==> config.mk <==
export PLATFORM = sky130hd
export DESIGN_NAME = logic_tile
export DESIGN_NICKNAME = d
export VERILOG_FILES = /design/src/rtl/lgt_pkg.sv /design/src/rtl/cfg_chain.sv /design/src/rtl/lut_cell.sv /design/src/rtl/route_matrix.sv /design/src/rtl/logic_tile.sv
export SDC_FILE = /design/constraint.sdc
export NUM_CORES = 1
export LEC_CHECK = 0
export CAP_MARGIN = 40
export CORE_AREA = 2 2 65 67
export DETAILED_ROUTE_END_ITERATION = 8
export DIE_AREA = 0 0 67 69
export MAX_ROUTING_LAYER = met4
export SETUP_SLACK_MARGIN = 0.4
export SYNTH_ARGS = -nofsm -noshare
export SYNTH_HDL_FRONTEND = slang
export SYNTH_SLANG_ARGS = --single-unit
==> constraint.sdc <==
create_clock -name clk -period 3.65 [get_ports clk]
set_input_delay 0.73 -clock clk [delete_from_list [all_inputs] [get_ports clk]]
set_output_delay 0.73 -clock clk [all_outputs]
set_load 0.01 [all_outputs]
==> src/rtl/lgt_pkg.sv <==
package lgt_pkg;

    localparam int LUT_IN    = 3;
    localparam int LUT_OUT   = 2;
    localparam int LUT_DEPTH = 1 << LUT_IN;
    localparam int LUT_BITS  = LUT_DEPTH * LUT_OUT;
    localparam int NUM_BLK   = 2;
    localparam int SM_IN     = 4;
    localparam int SM_OUT    = 2;
    localparam int SEL_W     = $clog2(SM_IN);
    localparam int AUX_W     = SM_IN - LUT_OUT;
    localparam int RS_BITS   = NUM_BLK * LUT_OUT;
    localparam int SW_BITS   = SM_OUT * SEL_W;
    localparam int CFG_BITS  = NUM_BLK * LUT_BITS + RS_BITS + SW_BITS;

    // Packed overlay of the serial image: the first member is most significant.
    typedef struct packed {
        logic [NUM_BLK-1:0][LUT_BITS-1:0] lut;
        logic [RS_BITS-1:0]               rsel;
        logic [SM_OUT-1:0][SEL_W-1:0]     swsel;
    } tile_cfg_t;

    function automatic logic [LUT_OUT-1:0] lut_read(
        input logic [LUT_BITS-1:0] word,
        input logic [LUT_IN-1:0]   addr
    );
        return word[int'(addr) * LUT_OUT +: LUT_OUT];
    endfunction

endpackage

==> src/rtl/cfg_chain.sv <==
module cfg_chain
    import lgt_pkg::*;
(
    input  logic      clk,
    input  logic      rst,
    input  logic      shift_en,
    input  logic      din,
    output tile_cfg_t cfg
);

    logic [CFG_BITS-1:0] chain_q;

    // The chain itself is never reset: user reset must leave the image intact.
    always_ff @(posedge clk) begin
        if (shift_en) begin
            chain_q <= {chain_q[CFG_BITS-2:0], din};
        end
    end

    assign cfg = tile_cfg_t'(chain_q);


    cfg_frozen_chk: assert property (@(posedge clk) disable iff (rst)
        !shift_en |=> $stable(chain_q));

endmodule

==> src/rtl/lut_cell.sv <==
module lut_cell
    import lgt_pkg::*;
#(
    parameter int N_IN   = LUT_IN,
    parameter int N_OUT  = LUT_OUT,
    parameter int W_BITS = (1 << N_IN) * N_OUT
)(
    input  logic              clk,
    input  logic              rst,
    input  logic              hold,
    input  logic [N_IN-1:0]   addr,
    input  logic [W_BITS-1:0] word,
    input  logic [N_OUT-1:0]  reg_sel,
    output logic [N_OUT-1:0]  y
);

    logic [N_OUT-1:0] raw;
    logic [N_OUT-1:0] ff_q;

    always_comb begin
        raw = word[int'(addr) * N_OUT +: N_OUT];
    end

    always_ff @(posedge clk) begin
        if (rst) begin
            ff_q <= '0;
        end else if (!hold) begin
            ff_q <= raw;
        end
    end

    for (genvar d = 0; d < N_OUT; d++) begin : g_outsel
        assign y[d] = reg_sel[d] ? ff_q[d] : raw[d];
    end


    hold_in_cfg_chk: assert property (@(posedge clk) disable iff (rst)
        hold |=> $stable(ff_q));


    reg_follow_chk: assert property (@(posedge clk) disable iff (rst)
        !hold |=> (ff_q == $past(raw)));

endmodule

==> src/rtl/route_matrix.sv <==
module route_matrix
    import lgt_pkg::*;
#(
    parameter int N_IN  = SM_IN,
    parameter int N_OUT = SM_OUT,
    parameter int SW    = $clog2(N_IN)
)(
    input  logic [N_IN-1:0]          m,
    input  logic [N_OUT-1:0][SW-1:0] sel,
    output logic [N_OUT-1:0]         o
);

    for (genvar g = 0; g < N_OUT; g++) begin : g_mux
        assign o[g] = m[sel[g]];
    end


    always_comb begin
        if ((&m) || !(|m)) begin
            uniform_in_chk: assert (o == {N_OUT{m[0]}});
        end
    end

endmodule

==> src/rtl/logic_tile.sv <==
module logic_tile
    import lgt_pkg::*;
(
    input  logic               clk,
    input  logic               rst,
    input  logic               cfg_en,
    input  logic               cfg_din,
    input  logic [LUT_IN-1:0]  usr_in,
    input  logic [AUX_W-1:0]   aux_in,
    output logic [LUT_OUT-1:0] blk0_out,
    output logic [SM_OUT-1:0]  route_out,
    output logic [LUT_OUT-1:0] blk1_out
);

    tile_cfg_t                         cfg;
    logic [NUM_BLK-1:0][LUT_IN-1:0]    blk_addr;
    logic [NUM_BLK-1:0][LUT_OUT-1:0]   blk_y;
    logic [SM_IN-1:0]                  sm_in;

    cfg_chain u_chain (
        .clk      (clk),
        .rst      (rst),
        .shift_en (cfg_en),
        .din      (cfg_din),
        .cfg      (cfg)
    );

    // The first block takes primary inputs; the second takes the routed pair,
    // with its spare upper address bits tied low.
    assign blk_addr[0] = usr_in;
    assign blk_addr[1] = {{(LUT_IN-SM_OUT){1'b0}}, route_out};

    for (genvar b = 0; b < NUM_BLK; b++) begin : g_blk
        lut_cell #(
            .N_IN   (LUT_IN),
            .N_OUT  (LUT_OUT),
            .W_BITS (LUT_BITS)
        ) u_cell (
            .clk     (clk),
            .rst     (rst),
            .hold    (cfg_en),
            .addr    (blk_addr[b]),
            .word    (cfg.lut[b]),
            .reg_sel (cfg.rsel[b*LUT_OUT +: LUT_OUT]),
            .y       (blk_y[b])
        );
    end

    assign sm_in = {aux_in, blk_y[0]};

    route_matrix #(
        .N_IN  (SM_IN),
        .N_OUT (SM_OUT),
        .SW    (SEL_W)
    ) u_route (
        .m   (sm_in),
        .sel (cfg.swsel),
        .o   (route_out)
    );

    assign blk0_out = blk_y[0];
    assign blk1_out = blk_y[1];


    rst_clears_reg_chk: assert property (@(posedge clk) disable iff (cfg_en)
        $past(rst) |-> ((blk0_out & cfg.rsel[LUT_OUT-1:0]) == '0));

endmodule

==> metrics list <==
- TritonCTS built the clock tree.
* Post-synthesis instance area: 1600 sq um
* Post-Synthesis Net Count: 117
- Worst IR Drop VDD: 186.9 uV
- Number of stages on the worst setup path: 10
* Clock sink count: 36
- Number of buffers inserted by port buffering: 14
- Std-Cell Core Area: 3914 sq um
- Before antenna repair, the detailed router went through 4 iterations.
- The area growth from synthesis to layout is 39.33%.
- In this run the deepest clock path goes through 2 buffers.
- After clock tree synthesis, the clock-pin slew on the worst setup and hold paths is 70 ps.
* Crit-path max cell delay: 450 ps
* Routed length per placed instance: 15.57 um
* Clock latency on the worst-skew pair: 290 ps
- Maxcap violations: 0
- Adder-cell share of the synthesized area: 0%
- Fill cells in the final layout number 339.
* Hold-critical path depth: 0
- Detailed-route DRC error count: 0
- Maximum number of pins on one net before global-route repair: 17
- The detailed router placed 1071 vias in this run.
- Setup repair after global routing missed its margin: yes
* Final Max Tran Viols: 0
* Final-report setup violation count: 0
* Rel. slew slack: 71.41%
- Critical path startpoint category: primary input
- Die Span Y: 69 um
- Remaining Overflow, GRT: 0
* Starting Density: 40.89%
- Number of standard-cell rows in the floorplan: 23
- Sequential-to-total area share from yosys stat: 65.05%
* Syn_area_per_cell: 14.82 sq um
* Total negative slack for setup checks: 0 ps
- Registers take 1041 sq um.
- Total of warnings raised by yosys: 0
* Vias per cell: 5.124
- Nets: 167
- Across every metal layer, demand over resource in global routing totals 16.82%.
- Fraction of the mapped netlist area in compound gates: 15.09%
- Die area: 4623 sq um
- The smallest clock period supported by the final layout is computed as 3300 ps.
* Post-synthesis share of cell area spent on and, or, nand and nor gates: 9.851%
* Largest area contributor in the netlist: edfxtp_1
- Worst reg2reg path depth: 9
* Gate count of the mapped netlist: 108
- The top cell type by area accounts for 60.05% of the synthesized area.
- For the worst setup path, the data required time is 2920 ps.
* First-pass GRT wire length: 5.506 mm
* Library cell contributing the largest single delay on the critical path: o41a_1
- The worst setup path is of the in -> out kind.
- In this run, synthesis inferred 32 flip-flops with an integrated enable.
* Worst-Margin Slew: 427.5 ps
- Inserted Clock Buffers: 5
- Along the worst path, the maximum fanout reaches 5.
* Layout Cell Area excl Fill: 2230 sq um
- Tcrit/Tclk final: 90.40%
* Max frequency: 303.1 MHz
- Start point of the critical path: usr_in[0]
* CP Data Arrival Time: 2570 ps
- The critical path contains buffers and inverters numbering 4 combined.
* Seq cells post-synth: 36
- In this run the critical register-to-register path is launched from u_chain.cfg[9].
- The critical path goes through buf_8 > buf_6 > mux2_4 > o21bai_4 > o41a_1 > and2_4 > buf_12 > a2111oi_4 > a221oi_2 > buf_2.
* Dominant combinational cell family by area after synthesis: compound AO/OA/AOI/OAI gates
- Hold buffer count at CTS: 0
- The netlist uses 37 different library cells.
* Cell types occupying the most area after synthesis: edfxtp_1 60%, dfxtp_1 5.0%, mux2i_1 5.0%
- Pin placement for this block handled 15 I/O pins.
* Number of antenna violations at the first check in global routing: 0
- Measured along the x axis, the die boundary spans 67 um.
* Number of global-route vias before repair: 1081
* Hpwl dp: 2.275 mm
- The most used flip-flop cell after synthesis is edfxtp_1.
- Final worst clock skew: 9.175 ps
* Area taken by multi-input logic gates: 610.6 sq um
- Share of flip-flops with an asynchronous set or reset: 0%
- The count of nets left with antenna violations once routing finished came out at 0.
- Final antenna diode count: 0
- Once placement finished, the instance area stood at 1904 sq um.
- After detailed routing, the total wire length is 3.255 mm.
- CTS placed an instance of clkbuf_8 at the clock tree root.
- The number of hold violations in the final report is 0.
- Final-layout worst hold slack: 450.8 ps
* Hold/Removal Path Class: reg -> reg
- In this run the power density over the cells is 431.6 nW/um^2.
- In the synthesized netlist, mux cells make up 7.349% of the area.
- Family with the most delay on the worst path: compound AO/OA/AOI/OAI gates
* Leading post-synthesis cells by instance count: 32 x edfxtp_1, 9 x nand2_1, 8 x mux2i_1, 7 x nor2_1
- The run finished with clean final reports.
* CP Capture Type: output port
- Leakage power: 0.8376 nW
- Gpl congestion: 0.8254
- Hold Startpoint: u_chain.cfg[29]
* Most frequent cell after synthesis: edfxtp_1
- After Yosys synthesis, XOR and XNOR cells account for 0% of the synthesized area.
- The first routing iteration left 53 violations.
- Htree depth: 2
* Fraction of final layout cells with drive strength greater than 1: 40.88%
## metal layers
| layer | up-vias | wire length [um] | track usage [%] |
|---|---|---|---|
| li1 | 525 | - | - |
| met1 | 526 | 1568 | 23.09 |
| met2 | 12 | 1518 | 22.66 |
| met3 | 8 | 91 | 4.894 |
| met4 | 0 | 76 | 8.163 |
| met5 | - | 0 | - |
## area by class of cell
class / instances / area share, %
Sequential cell: 36 / 46.69
Multi-Input combinational cell: 64 / 27.38
Timing Repair Buffer: 44 / 17.56
Clock buffer: 6 / 3.704
Tap cell: 50 / 2.806
Inverter: 7 / 1.403
Clock inverter: 2 / 0.4489
## metrics by stage
step	total power, W	std cells	setup WS, ps	util [%]
3_3_place_gp	0.0006373	186	-496.9	48.66
4_1_cts	0.0009533	202	359.8	54.38
6_report	0.0009623	209	350.2	56.97
5_1_grt	0.001008	209	280.7	56.97
2_1_floorplan	0.0005686	108	605.2	-
3_5_place_dp	0.0006405	186	-520.7	48.66
## cells by family (layout without fill, tap and decap cells)
family,count (synthesis),after routing
AO/OA/AOI/OAI,24,24
buffers and inverters,8,59
AND/OR/NAND/NOR,30,30
flip-flops,36,36
multiplexers,10,10
## sequential cells by signal, summed over array words and instances (netlist names)
register and flops:
u_chain.cfg 32, g_blk.u_cell.ff_q 4
## timing repair
action                     in CTS  in global routing
pin swaps                       7                  9
setup buffers                   8                  7
setup endpoints to repair       6                  2
gates resized for setup        37                 13
hold endpoints to repair        0                  0
## worst paths after layout
check / to / slack, ps
worst min-delay path: u_chain.cfg[30] / 450
worst max-delay path: blk1_out[0] / 350
worst min register to register: u_chain.cfg[30] / 450
worst max register to register: g_blk[1].u_cell.ff_q[0] / 1510
## report_power, final
group,internal [W],total [W],switching [W],leakage [nW]
Clock,0.000150,0.000287,0.000137,0.0510
Sequential,0.000477,0.000497,0.0000194,0.346
Combinational,0.0000998,0.000179,0.0000790,0.440
Total,0.000727,0.000962,0.000235,0.838
## layout by cell type, fill, tap and decap left out, types with 3 or more instances in the layout
cell / instances
edfxtp_1: 32
buf_2: 3
nor2_1: 7
clkdlybuf4s50_1: 5
a21oi_1: 4
dlygate4sd2_1: 4
inv_1: 5
clkbuf_8: 6
buf_4: 24
dfxtp_1: 4
a2111oi_4: 3
buf_6: 5
nand2_1: 8
mux2i_1: 5
Note: power is estimated with default switching activity, not from simulation.
